`src/rtl/twi_regs_pkg.sv`:
```
`timescale 1ns/1ps
package twi_regs_pkg;

  typedef enum logic [2:0] {
    ST_IDLE, ST_ADDR, ST_PTR, ST_DATA, ST_READ, ST_SKIP
  } twi_state_e;

  // Writable byte registers held in the bank
  localparam int NUM_RW = 8;

  localparam logic [7:0] LOC_SADDR = 8'h48;
  localparam logic [7:0] LOC_ID    = 8'h3E;
  localparam logic [7:0] LOC_REV   = 8'h3F;
  localparam logic [7:0] LOC_VIDLO = 8'h47;
  localparam logic [7:0] LOC_VIDHI = 8'h49;

  function automatic logic [7:0] rw_loc(input int idx);
    case (idx)
      0: return 8'h40;
      1: return 8'h41;
      2: return 8'h42;
      3: return 8'h43;
      4: return 8'h44;
      5: return 8'h46;
      6: return 8'h4B;
      7: return 8'h19;
      default: return 8'h00;
    endcase
  endfunction

  function automatic logic [7:0] rw_init(input int idx);
    case (idx)
      0: return 8'h08;
      6: return 8'h01;
      7: return 8'hFF;
      default: return 8'h00;
    endcase
  endfunction

  function automatic logic [6:0] form_slave_addr(input logic [4:0] hi, input logic [1:0] pins);
    return {hi, pins};
  endfunction

  function automatic logic [7:0] pack_vid_lo(input logic [3:0] v);
    return {4'b0101, v};
  endfunction

  function automatic logic [7:0] pack_vid_hi(input logic v);
    return {7'b1000000, v};
  endfunction

endpackage

```
`src/rtl/twi_line_sync.sv`:
```
`timescale 1ns/1ps
module twi_line_sync #(
  parameter int STAGES = 2
) (
  input  logic clk,
  input  logic rst_n,
  input  logic raw,
  output logic lvl,
  output logic rise,
  output logic fall
);
  logic [STAGES:0] pipe_q;
  logic            prev;

  always_ff @(posedge clk or negedge rst_n) begin
    if (!rst_n) pipe_q <= '1;
    else        pipe_q <= {pipe_q[STAGES-1:0], raw};
  end

  assign lvl  = pipe_q[STAGES-1];
  assign prev = pipe_q[STAGES];
  assign rise = lvl & ~prev;
  assign fall = ~lvl & prev;
endmodule

```
`src/rtl/twi_reg_bank.sv`:
```
`timescale 1ns/1ps
module twi_reg_bank
  import twi_regs_pkg::*;
#(
  parameter logic [4:0] ADDR_PREFIX = 5'b01011,
  parameter logic [7:0] ID_CODE     = 8'hDA,
  parameter logic [7:0] REV_CODE    = 8'h01
) (
  input  logic       clk,
  input  logic       rst_n,
  input  logic       wr_stb,
  input  logic [7:0] wr_loc,
  input  logic [7:0] wr_byte,
  input  logic [7:0] rd_loc,
  input  logic [1:0] addr_pin,
  input  logic [4:0] vid_pin,
  output logic [7:0] rd_byte,
  output logic [6:0] my_addr
);
  logic [NUM_RW-1:0][7:0] rw_vals;
  logic [NUM_RW-1:0]      rw_hit;
  logic [4:0]             sa_hi_q;

  for (genvar gi = 0; gi < NUM_RW; gi++) begin : g_rw
    logic [7:0] val_q;
    always_ff @(posedge clk or negedge rst_n) begin
      if (!rst_n)                               val_q <= rw_init(gi);
      else if (wr_stb && wr_loc == rw_loc(gi))  val_q <= wr_byte;
    end
    assign rw_vals[gi] = val_q;
    assign rw_hit[gi]  = (rd_loc == rw_loc(gi));

    // each register leaves reset at its default
    p_rw_default_r6: assert property (@(posedge clk) disable iff (!rst_n)
      !$past(rst_n) |-> val_q == rw_init(gi));
    // a strobed write lands in the addressed register
    p_rw_write_r3: assert property (@(posedge clk) disable iff (!rst_n)
      (wr_stb && wr_loc == rw_loc(gi)) |=> val_q == $past(wr_byte));
  end

  always_ff @(posedge clk or negedge rst_n) begin
    if (!rst_n)                               sa_hi_q <= ADDR_PREFIX;
    else if (wr_stb && wr_loc == LOC_SADDR)   sa_hi_q <= wr_byte[6:2];
  end

  assign my_addr = form_slave_addr(sa_hi_q, addr_pin);

  always_comb begin
    rd_byte = 8'h00;
    for (int i = 0; i < NUM_RW; i++)
      if (rw_hit[i]) rd_byte = rw_vals[i];
    case (rd_loc)
      LOC_SADDR: rd_byte = {1'b0, sa_hi_q, addr_pin};
      LOC_ID:    rd_byte = ID_CODE;
      LOC_REV:   rd_byte = REV_CODE;
      LOC_VIDLO: rd_byte = pack_vid_lo(vid_pin[3:0]);
      LOC_VIDHI: rd_byte = pack_vid_hi(vid_pin[4]);
      default:   ;
    endcase
  end

  // a write to the identification location disturbs no register
  p_ro_ignored_r7: assert property (@(posedge clk) disable iff (!rst_n)
    (wr_stb && wr_loc == LOC_ID) |=> ($stable(rw_vals) && $stable(sa_hi_q)));
  // prefix leaves reset at its default
  p_prefix_default_r6: assert property (@(posedge clk) disable iff (!rst_n)
    !$past(rst_n) |-> sa_hi_q == ADDR_PREFIX);
endmodule

```
`src/rtl/twi_frame_fsm.sv`:
```
`timescale 1ns/1ps
module twi_frame_fsm
  import twi_regs_pkg::*;
(
  input  logic       clk,
  input  logic       rst_n,
  input  logic       scl_lvl,
  input  logic       scl_rise,
  input  logic       scl_fall,
  input  logic       sda_lvl,
  input  logic       sda_rise,
  input  logic       sda_fall,
  input  logic [6:0] my_addr,
  input  logic [7:0] rd_byte,
  output logic [7:0] ptr,
  output logic       wr_stb,
  output logic [7:0] wr_byte,
  output logic       sda_oe
);
  twi_state_e state_q;
  logic [3:0] cnt_q;
  logic [7:0] sh_q, tx_q, ptr_q;
  logic       rd_q, mack_q, oe_q, wr_stb_q;

  logic start_evt, stop_evt, active, addr_hit;
  assign start_evt = sda_fall & scl_lvl;
  assign stop_evt  = sda_rise & scl_lvl;
  assign active    = (state_q == ST_ADDR) || (state_q == ST_PTR) ||
                     (state_q == ST_DATA) || (state_q == ST_READ);
  assign addr_hit  = (sh_q[7:1] == my_addr);

  always_ff @(posedge clk or negedge rst_n) begin
    if (!rst_n) begin
      state_q  <= ST_IDLE;
      cnt_q    <= '0;
      sh_q     <= '0;
      tx_q     <= '0;
      ptr_q    <= '0;
      rd_q     <= 1'b0;
      mack_q   <= 1'b0;
      oe_q     <= 1'b0;
      wr_stb_q <= 1'b0;
    end else begin
      wr_stb_q <= 1'b0;
      if (start_evt) begin
        state_q <= ST_ADDR;
        cnt_q   <= '0;
        oe_q    <= 1'b0;
      end else if (stop_evt) begin
        state_q <= ST_IDLE;
        cnt_q   <= '0;
        oe_q    <= 1'b0;
      end else if (active) begin
        if (scl_rise) begin
          if (cnt_q < 4'd8)  sh_q   <= {sh_q[6:0], sda_lvl};
          if (cnt_q == 4'd8) mack_q <= ~sda_lvl;
          cnt_q <= cnt_q + 4'd1;
        end else if (scl_fall) begin
          if (cnt_q == 4'd8) begin
            case (state_q)
              ST_ADDR: if (addr_hit) begin
                         oe_q <= 1'b1;
                         rd_q <= sh_q[0];
                       end else begin
                         state_q <= ST_SKIP;
                       end
              ST_PTR:  begin oe_q <= 1'b1; ptr_q <= sh_q; end
              ST_DATA: begin oe_q <= 1'b1; wr_stb_q <= 1'b1; end
              default: oe_q <= 1'b0;
            endcase
          end else if (cnt_q == 4'd9) begin
            cnt_q <= '0;
            case (state_q)
              ST_ADDR: if (rd_q) begin
                         state_q <= ST_READ;
                         tx_q    <= rd_byte;
                         oe_q    <= ~rd_byte[7];
                       end else begin
                         state_q <= ST_PTR;
                         oe_q    <= 1'b0;
                       end
              ST_PTR:  begin state_q <= ST_DATA; oe_q <= 1'b0; end
              ST_DATA: begin state_q <= ST_SKIP; oe_q <= 1'b0; end
              default: if (mack_q) begin
                         tx_q <= rd_byte;
                         oe_q <= ~rd_byte[7];
                       end else begin
                         state_q <= ST_SKIP;
                         oe_q    <= 1'b0;
                       end
            endcase
          end else if (state_q == ST_READ && cnt_q != 4'd0) begin
            oe_q <= ~tx_q[3'd7 - cnt_q[2:0]];
          end
        end
      end
    end
  end

  assign ptr     = ptr_q;
  assign wr_stb  = wr_stb_q;
  assign wr_byte = sh_q;
  assign sda_oe  = oe_q;

  // the data line is grabbed only while the clock line is low
  p_grab_scl_low_r9: assert property (@(posedge clk) disable iff (!rst_n)
    $rose(oe_q) |-> !scl_lvl);
  // an acknowledge in the address phase implies a matching address
  p_ack_match_r1: assert property (@(posedge clk) disable iff (!rst_n)
    (state_q == ST_ADDR && oe_q) |-> sh_q[7:1] == my_addr);
  // nothing is driven while ignoring the rest of a transfer
  p_skip_quiet_r10: assert property (@(posedge clk) disable iff (!rst_n)
    (state_q == ST_SKIP) |-> !oe_q);
  // a STOP releases the line
  p_stop_release_r10: assert property (@(posedge clk) disable iff (!rst_n)
    stop_evt |=> !oe_q);
  // the pointer holds during a read
  p_ptr_hold_r4: assert property (@(posedge clk) disable iff (!rst_n)
    (state_q == ST_READ) |-> $stable(ptr_q));
endmodule

```
`src/rtl/twi_reg_slave.sv`:
```
`timescale 1ns/1ps
module twi_reg_slave #(
  parameter logic [4:0] ADDR_PREFIX = 5'b01011,
  parameter logic [7:0] ID_CODE     = 8'hDA,
  parameter logic [7:0] REV_CODE    = 8'h01,
  parameter int         SYNC_STAGES = 2
) (
  input  logic       clk,
  input  logic       rst_n,
  input  logic       scl_i,
  input  logic       sda_i,
  output logic       sda_oe,
  input  logic [1:0] addr_pin,
  input  logic [4:0] vid_pin
);
  logic       scl_lvl, scl_rise, scl_fall;
  logic       sda_lvl, sda_rise, sda_fall;
  logic [7:0] ptr, wr_byte, rd_byte;
  logic       wr_stb;
  logic [6:0] my_addr;

  twi_line_sync #(.STAGES(SYNC_STAGES)) u_scl_sync (
    .clk(clk), .rst_n(rst_n), .raw(scl_i),
    .lvl(scl_lvl), .rise(scl_rise), .fall(scl_fall));

  twi_line_sync #(.STAGES(SYNC_STAGES)) u_sda_sync (
    .clk(clk), .rst_n(rst_n), .raw(sda_i),
    .lvl(sda_lvl), .rise(sda_rise), .fall(sda_fall));

  twi_frame_fsm u_fsm (
    .clk(clk), .rst_n(rst_n),
    .scl_lvl(scl_lvl), .scl_rise(scl_rise), .scl_fall(scl_fall),
    .sda_lvl(sda_lvl), .sda_rise(sda_rise), .sda_fall(sda_fall),
    .my_addr(my_addr), .rd_byte(rd_byte),
    .ptr(ptr), .wr_stb(wr_stb), .wr_byte(wr_byte), .sda_oe(sda_oe));

  twi_reg_bank #(
    .ADDR_PREFIX(ADDR_PREFIX), .ID_CODE(ID_CODE), .REV_CODE(REV_CODE)
  ) u_bank (
    .clk(clk), .rst_n(rst_n),
    .wr_stb(wr_stb), .wr_loc(ptr), .wr_byte(wr_byte), .rd_loc(ptr),
    .addr_pin(addr_pin), .vid_pin(vid_pin),
    .rd_byte(rd_byte), .my_addr(my_addr));
endmodule

```
`config.mk`:
```
export PLATFORM = sky130hd
export DESIGN_NAME = twi_reg_slave
export DESIGN_NICKNAME = d
export VERILOG_FILES = /design/src/rtl/twi_regs_pkg.sv /design/src/rtl/twi_line_sync.sv /design/src/rtl/twi_reg_bank.sv /design/src/rtl/twi_frame_fsm.sv /design/src/rtl/twi_reg_slave.sv
export SDC_FILE = /design/constraint.sdc
export NUM_CORES = 1
export LEC_CHECK = 0
export ABC_CLOCK_PERIOD_IN_PS = 3700
export BUFFER_PORTS_ARGS = -buffer_cell sky130_fd_sc_hd__buf_2
export CAP_MARGIN = 0
export CORE_UTILIZATION = 50
export DETAILED_ROUTE_END_ITERATION = 6
export PLACE_DENSITY_LB_ADDON = 0.1
export SKIP_LAST_GASP = 1
export SYNTH_ARGS = -nofsm -noshare
export SYNTH_HDL_FRONTEND = slang
export SYNTH_HIERARCHICAL = 1
export SYNTH_SLANG_ARGS = --single-unit
```
`constraint.sdc`:
```
create_clock -name clk -period 3.7 [get_ports clk]
set_clock_uncertainty 0.2 [all_clocks]
set_input_delay 0.555 -clock clk [delete_from_list [all_inputs] [get_ports clk]]
set_output_delay 0.555 -clock clk [all_outputs]
set_load 0.01 [all_outputs]
```
==> metrics.md, run 1 <==
| Metric | Value |
|---|---|
| Compound-Gate Fraction of Synth Area | 9.00% |
| Worst Tran Pin Value | 838 ps |
| Total Wirelength | 12.1 mm |
| Largest family of logic cells by synthesized area | multiplexers |
| #FFs+latches synth | 110 |
| Clk slew on worst S/H paths | 100 ps |
| Pwr Total | 2.51 mW |
| Layout cells sized above 1 | 34.4% |
| CTS resizes | 0 |
| LEAKAGE | 2.63 nW |
| Sw frac | 31.3% |
| PortBufs | 11 |
| Async set-reset flop share out of synthesis | 100% |
| Die height | 108 µm |
| Clock Path Buffers | 2 |
| H-tree levels | 3 |
| Cell Int Power | 1.73 mW |
| Pwr/cell area | 421 mW/mm² |
| Post-Syn Nets | 451 |
| Slowest-stage cell, CP | or4b_1 |
| Initial Util | 51.4% |
| Vias per cell | 6.08 |
| Die Wd | 108 µm |
| Synth warn | 6 |
| Unrepaired setup endpoints after global routing | false |
| Max IR drop VDD | 408 µV |
| Core footprint | 0.0108 mm² |
| Routed Antenna Nets | 0 |
| Area fraction of the dominant cell type after synthesis | 40.8% |
| Netlist cell types | 66 |
| Post-synthesis mux area share | 23.9% |
| Row count | 38 |
| FF/Latch Area | 0.00278 mm² |
| DIE AREA | 0.0116 mm² |
| Min Tclk post-route | 2930 ps |
| Clock power share | 29.3% |
| # Max-Cap Violations | 0 |
| Post-Place Worst Slack | 799 ps |
| HP Class | in -> async |
| Filler instances | 922 |
| GPL Wtd Cong | 0.822 |
| Residual DRC count | 0 |
| Synth Flop Type | dfrtp_1 |
| Wire per inst | 20.3 µm |
| CTS tree | built |
| CP Capture Type | flip-flop |
| Adder-Cell Fraction of Synth Area | 0.673% |
| Ports | 12 |
| Area after DPL | 0.00577 mm² |
| Final count of hold timing violations | 0 |
| Final worst setup slack | 768 ps |
| Fin nets | 463 |
| Most numerous cell in the Yosys netlist | dfrtp_1 |
| Area Growth Syn to Fin | 7.14% |
| Hpwl dp | 8.29 mm |
| Netlist Area Pre-Place | 0.00558 mm² |
| Largest net degree at the start of global routing | 66 |
| First-pass GRT wire length | 19.8 mm |
| Sequential fraction of the synthesis area | 49.8% |
| CTS Sinks | 110 |
| Final setup TNS | 0 ps |
| Net Switching | 787 µW |
| Slew Viols, Final | 0 |
| Multi-input gate area | 0.00266 mm² |
| Worst-path cell chain | or4b_1 > nor3_1 > buf_4 > a21o_1 > a221oi_1 > o211ai_1 > o21ai_0 > and3_1 > mux2_1 |
| GRT Overall Usage | 23.3% |
| Yosys top cell by area | dfrtp_1 |
| Syn Inst Count | 437 |
| GRT overflow | 0 |
| Clock Tree Root | clkbuf_8 |
| Status | finished, final reports clean |
| Antenna cell count | 0 |
| Fin crit share | 79.2% |
| Arrival time at the worst endpoint | 2990 ps |
| CP max stage delay | 640 ps |
| DRT iter0 DRCs | 239 |
| Antenna violations before repair | 0 |
| Fmax | 341 MHz |
| Rel. slew slack | 44.1% |
| Skew-Pair Late Insertion Delay | 370 ps |
| Vias in the first global route | 3549 |
| Top post-synthesis cells by area | dfrtp_1, mux2_2, dfstp_2 |
| Area share of and/or/nand/nor cells after synthesis | 13.0% |
| Finished Cell Area | 0.00597 mm² |
| Layout Cells excl Fill | 594 |
| Hold buffer count at CTS | 0 |
| Syn_area_per_cell | 12.8 µm² |
| Num CTS Buffers | 9 |
| Post-synthesis xor/xnor area fraction | 1.10% |
| Final setup vio count | 0 |
| Drt first pass iters | 5 |
| Cell total after placement | 578 |
| CP required | 3760 ps |
| Seq pwr share | 58.2% |
| Commonest cells post-synth | dfrtp_1, mux2_2, nand2_1 |
| Setup Fix Bufs, Post-CTS | 0 |
| Gate power share | 12.5% |
| Critical Path Fanout Max | 8 |
| CP startpoint kind | flip-flop |
| Vias post-DR | 3614 |
| EDFF count, synth | 0 |
| Critical path class | reg -> reg |
## metal layers
layer / vias to the layer above / track usage, % / part of all wire, %
li1: 1668 / - / -
met1: 1859 / 33.6 / 48
met2: 81 / 35.3 / 47
met3: 6 / 5.75 / 4.1
met4: 0 / 5.68 / 0.86
met5: - / 0 / 0
## logic make-up (layout without fill, tap and decap cells)
logic type,after synthesis,count (layout)
xor+xnor,7,7
buf+inv,27,44
compound gates,70,70
mux,106,106
simple gates,114,114
flops,110,110
fa+ha+maj,3,3
## power groups by stage
stage / Clock [mW] / Sequential (mW) / Combinational (mW)
6_report: 0.735 / 1.46 / 0.315
5_1_grt: 0.810 / 1.49 / 0.357
4_1_cts: 0.769 / 1.47 / 0.317
3_5_place_dp: 0 / 1.49 / 0.315
3_3_place_gp: 0 / 1.49 / 0.310
2_1_floorplan: 0 / 1.37 / 0.246
## through the flow
step	util (%)	hold slack (ps)
6_report	55.1	68.6
5_1_grt	55.1	26.1
4_1_cts	55.1	36.2
3_5_place_dp	53.3	147
3_3_place_gp	53.3	146
2_1_floorplan	-	59.4
## registers in the layout, indices dropped and copies added, names as in the netlist
signal and cells:
u_fsm/state_q 3, u_sda_sync/pipe_q 3, u_bank/g_rw.val_q 64, u_fsm/wr_stb 1, u_fsm/tx_q 8, u_bank/sa_hi_q 5, u_fsm/sda_oe 1, u_fsm/cnt_q 4
u_fsm/mack_q 1, u_scl_sync/pipe_q 3, u_fsm/ptr 8, u_fsm/rd_q 1, u_fsm/wr_byte 8
## area by class of cell
cell class	instances	share of cell area [%]
Multi-Input combinational cell	300	44.5
Inverter	6	0.377
Tap cell	140	2.93
Clock inverter	5	0.984
Clock buffer	11	2.37
Timing Repair Buffer	22	2.35
Sequential cell	110	46.5
## placed cells by master, fill, tap and decap left out, drive strengths merged, types with 7 or more instances in the layout
cell type,netlist,final
a21oi,7,7
a221oi,7,7
o21ai,13,13
buf,14,22
o22ai,7,7
nor3,10,10
nand3,7,7
nor2,15,15
nand2b,7,7
mux4,10,10
dfrtp,91,91
o211ai,12,12
inv,6,7
dfstp,19,19
clkbuf,7,11
nand2,28,28
mux2,95,95
## worst max-delay path: cells and delay by family, from the launching register on
family                 cells  cell delay, ps
AND/OR/NAND/NOR            3            1010
AO/OA/AOI/OAI              4             680
flip-flops                 1             460
multiplexers               1             290
buffers and inverters      1             180
## path summary, 6_finish.rpt
path                                                       end  cells past startpoint  slack [ps]                           start
max in group asynchronous  u_bank/g_rw[7].val_q[7]$_DFFE_PN1P_                      2        2360                           rst_n
max reg2reg                           u_fsm/sda_oe$_DFFE_PN0P_                      9         770        u_fsm/ptr[4]$_DFFE_PN0P_
min reg2reg                     u_scl_sync/pipe_q[1]$_DFF_PN1_                      0         160  u_scl_sync/pipe_q[0]$_DFF_PN1_
max                                   u_fsm/sda_oe$_DFFE_PN0P_                      9         770        u_fsm/ptr[4]$_DFFE_PN0P_
min                        u_bank/g_rw[6].val_q[4]$_DFFE_PN0P_                      1          70                           rst_n
min in group clk                u_scl_sync/pipe_q[0]$_DFF_PN1_                      1          70                           scl_i
(Power assumes the default switching activity.)
==> run 2: changes to the inputs <==
- ABC_AREA: default -> 1
- ABC_CLOCK_PERIOD_IN_PS: 3700 -> 2850
- clock period: 3.7 -> 2.85 ns (I/O delays scaled with it)
==> metrics.md, run 2 <==
| Metric | Value |
|---|---|
| PortBufs | 11 (unchanged) |
| Async set-reset flop share out of synthesis | 100% (unchanged) |
| Final count of hold timing violations | 0 (unchanged) |
| CTS tree | built (unchanged) |
| Biggest register | u_bank/g_rw.val_q (unchanged) |
| Pwr/cell area | 578 mW/mm² (was 421 mW/mm²) |
| Hpwl dp | 10.8 mm (was 8.29 mm) |
| HP Class | reg -> reg (was in -> async) |
| First-pass GRT wire length | 23.9 mm (was 19.8 mm) |
| Met2 WL | 6.18 mm (was 5.71 mm) |
| Routed met3 length | 908 µm (was 498 µm) |
| Total Wirelength | 14.5 mm (was 12.1 mm) |
| Most numerous cell in the Yosys netlist | nand2_1 (was dfrtp_1) |
| Row count | 39 (was 38) |
| Hold buffer count at CTS | 3 (was 0) |
| Most common cell after layout, fill and taps aside | nand2_1 (was dfrtp_1) |
| Post-Syn Nets | 761 (was 451) |
| Core footprint | 0.0115 mm² (was 0.0108 mm²) |
| Netlist Area Pre-Place | 0.00592 mm² (was 0.00558 mm²) |
| GRT Overall Usage | 25.2% (was 23.3%) |
| CTS resizes | 0 (unchanged) |
| Commonest cells post-synth | nand2_1, dfrtp_1, inv_1 (was dfrtp_1, mux2_2, nand2_1) |
| DRT iter0 DRCs | 358 (was 239) |
| Clock Tree Root | clkbuf_16 (was clkbuf_8) |
| Die height | 111 µm (was 108 µm) |
| Layout Cells excl Fill | 907 (was 594) |
| Critical path class | reg -> reg (unchanged) |
| Residual DRC count | 0 (unchanged) |
| Fin nets | 773 (was 463) |
| Skew-Pair Late Insertion Delay | 360 ps (was 370 ps) |
| Area after DPL | 0.00606 mm² (was 0.00577 mm²) |
| Yosys top cell by area | dfrtp_1 (unchanged) |
| CP Capture Type | flip-flop (unchanged) |
| DIE AREA | 0.0123 mm² (was 0.0116 mm²) |
| Unrepaired setup endpoints after global routing | false (unchanged) |
| Worst Tran Pin Value | 581 ps (was 838 ps) |
| Largest net degree at the start of global routing | 46 (was 66) |
| GRT overflow | 0 (unchanged) |
| Syn_area_per_cell | 7.92 µm² (was 12.8 µm²) |
| Vias post-DR | 4854 (was 3614) |
| Finished Cell Area | 0.00637 mm² (was 0.00597 mm²) |
| Top post-synthesis cells by area | dfrtp_1, nand2_1, dfstp_2 (was dfrtp_1, mux2_2, dfstp_2) |
| H-tree levels | 3 (unchanged) |
| Status | finished, final reports clean (unchanged) |
| Syn Inst Count | 747 (was 437) |
| Antenna cell count | 0 (unchanged) |
| Vias per cell | 5.35 (was 6.08) |
| Layout cells sized above 1 | 14.8% (was 34.4%) |
| Fin crit share | 83.5% (was 79.2%) |
| Die Wd | 111 µm (was 108 µm) |
| CP startpoint kind | flip-flop (unchanged) |
| Min Tclk post-route | 2380 ps (was 2930 ps) |
| Max IR drop VDD | 451 µV (was 408 µV) |
| Num CTS Buffers | 9 (unchanged) |
| Critical Path Fanout Max | 8 (unchanged) |
| Initial Util | 51.6% (was 51.4%) |
| LEAKAGE | 2.88 nW (was 2.63 nW) |
| Max FFs per register | 64 (unchanged) |
| Netlist cell types | 39 (was 66) |
| Finished Core Util | 55.6% (was 55.1%) |
| M1 WL | 7.16 mm (was 5.77 mm) |
| Drt first pass iters | 5 (unchanged) |
| Synth warn | 6 (unchanged) |
| Setup Fix Bufs, Post-CTS | 0 (unchanged) |
| Cell total after placement | 888 (was 578) |
| Synth Flop Type | dfrtp_1 (unchanged) |
| EDFF count, synth | 0 (unchanged) |
| GPL Wtd Cong | 0.971 (was 0.822) |
| Routed Antenna Nets | 0 (unchanged) |
| CP required | 2910 ps (was 3760 ps) |
| CTS Sinks | 110 (unchanged) |
| Clk slew on worst S/H paths | 80 ps (was 100 ps) |
| Antenna violations before repair | 0 (unchanged) |
| # Max-Cap Violations | 0 (unchanged) |
| Final setup vio count | 0 (unchanged) |
| #FFs+latches synth | 110 (unchanged) |
| Area Growth Syn to Fin | 7.69% (was 7.14%) |
| Commonest non-fill, non-tap cells in the layout | nand2_1, dfrtp_1, inv_1 (was dfrtp_1, mux2_2, nand2_1) |
| Clock Path Buffers | 2 (unchanged) |
| Sequential fraction of the synthesis area | 46.9% (was 49.8%) |
| Slew Viols, Final | 0 (unchanged) |
| Wire per inst | 16.0 µm (was 20.3 µm) |
| Uppermost layer routed | met4 (unchanged) |
| Area fraction of the dominant cell type after synthesis | 38.5% (was 40.8%) |
| Ports | 12 (unchanged) |
| Final setup TNS | 0 ps (unchanged) |
| Rel. slew slack | 61.1% (was 44.1%) |
| Arrival time at the worst endpoint | 2440 ps (was 2990 ps) |
| Vias in the first global route | 4528 (was 3549) |
| Fmax | 420 MHz (was 341 MHz) |
## run 2: metrics by stage
stage	worst slack [ps]	total power, mW	hold WS [ps]
finish	469	3.68	159
global placement	543	2.48	145
global route	202	3.89	166
detailed placement	506	2.49	149
floorplan	871	2.25	-68.1
CTS	486	3.72	159
## run 2: cell type report
cell class,count,area (µm²)
flip-flops and latches,110,2780
repair buffers,20,158
fillers,1077,5090
well taps,143,179
clock inverters,7,56.3
inverters,91,342
clock buffers,9,225
multi-input cells,527,2640
## run 2: routing by layer
layer | vias up | track usage, %
met5 | - | 0
li1 | 2425 | -
met1 | 2283 | 37.9
met2 | 128 | 36.4
met4 | 0 | 9.78
met3 | 18 | 3.77
## run 2: critical path, stage by stage, from the launching register on
cell     delay (ps)
dfrtp_1         470
inv_1           120
nand2_1         110
nor2_1          480
nand3_1         140
nand2_1         100
nor2_1           40
nand3_1          60
nor2_1           50
nand4_1         110
nor2_1           60
nand3_1          80
nand2_1          50
nand2_1          50
nor2_1           40
nand3_1          60
nand2_1          50
## run 2: cell families (layout without fill, tap and decap cells)
family | count (synthesis) | after routing | synth area share [%]
compound gates | 114 | 114 | 11.2
xor+xnor | 2 | 2 | 0.296
fa+ha+maj | 3 | 3 | 0.634
buf+inv | 110 | 127 | 8.52
flops | 110 | 110 | 46.9
simple gates | 408 | 408 | 32.5
## run 2: path summary, 6_finish.rpt
path / start / end / slack (ps) / cells after the start
min in group asynchronous: rst_n / u_bank/g_rw[0].val_q[0]$_DFFE_PN0P_ / 390 / 2
worst min-delay path: u_scl_sync/pipe_q[0]$_DFF_PN1_ / u_scl_sync/pipe_q[1]$_DFF_PN1_ / 160 / 0
worst min register to register: u_scl_sync/pipe_q[0]$_DFF_PN1_ / u_scl_sync/pipe_q[1]$_DFF_PN1_ / 160 / 0
max in group asynchronous: rst_n / u_bank/g_rw[6].val_q[0]$_DFFE_PN1P_ / 1270 / 3
worst max register to register: u_fsm/ptr[0]$_DFFE_PN0P_ / u_fsm/sda_oe$_DFFE_PN0P_ / 470 / 16
worst max-delay path: u_fsm/ptr[0]$_DFFE_PN0P_ / u_fsm/sda_oe$_DFFE_PN0P_ / 470 / 16
## run 2: power breakdown
| part | internal [mW] | total (mW) | switching, mW |
|---|---|---|---|
| clock network | 0.606 | 1.22 | 0.612 |
| registers | 1.64 | 1.75 | 0.109 |
| logic | 0.196 | 0.718 | 0.523 |
| total | 2.44 | 3.68 | 1.24 |
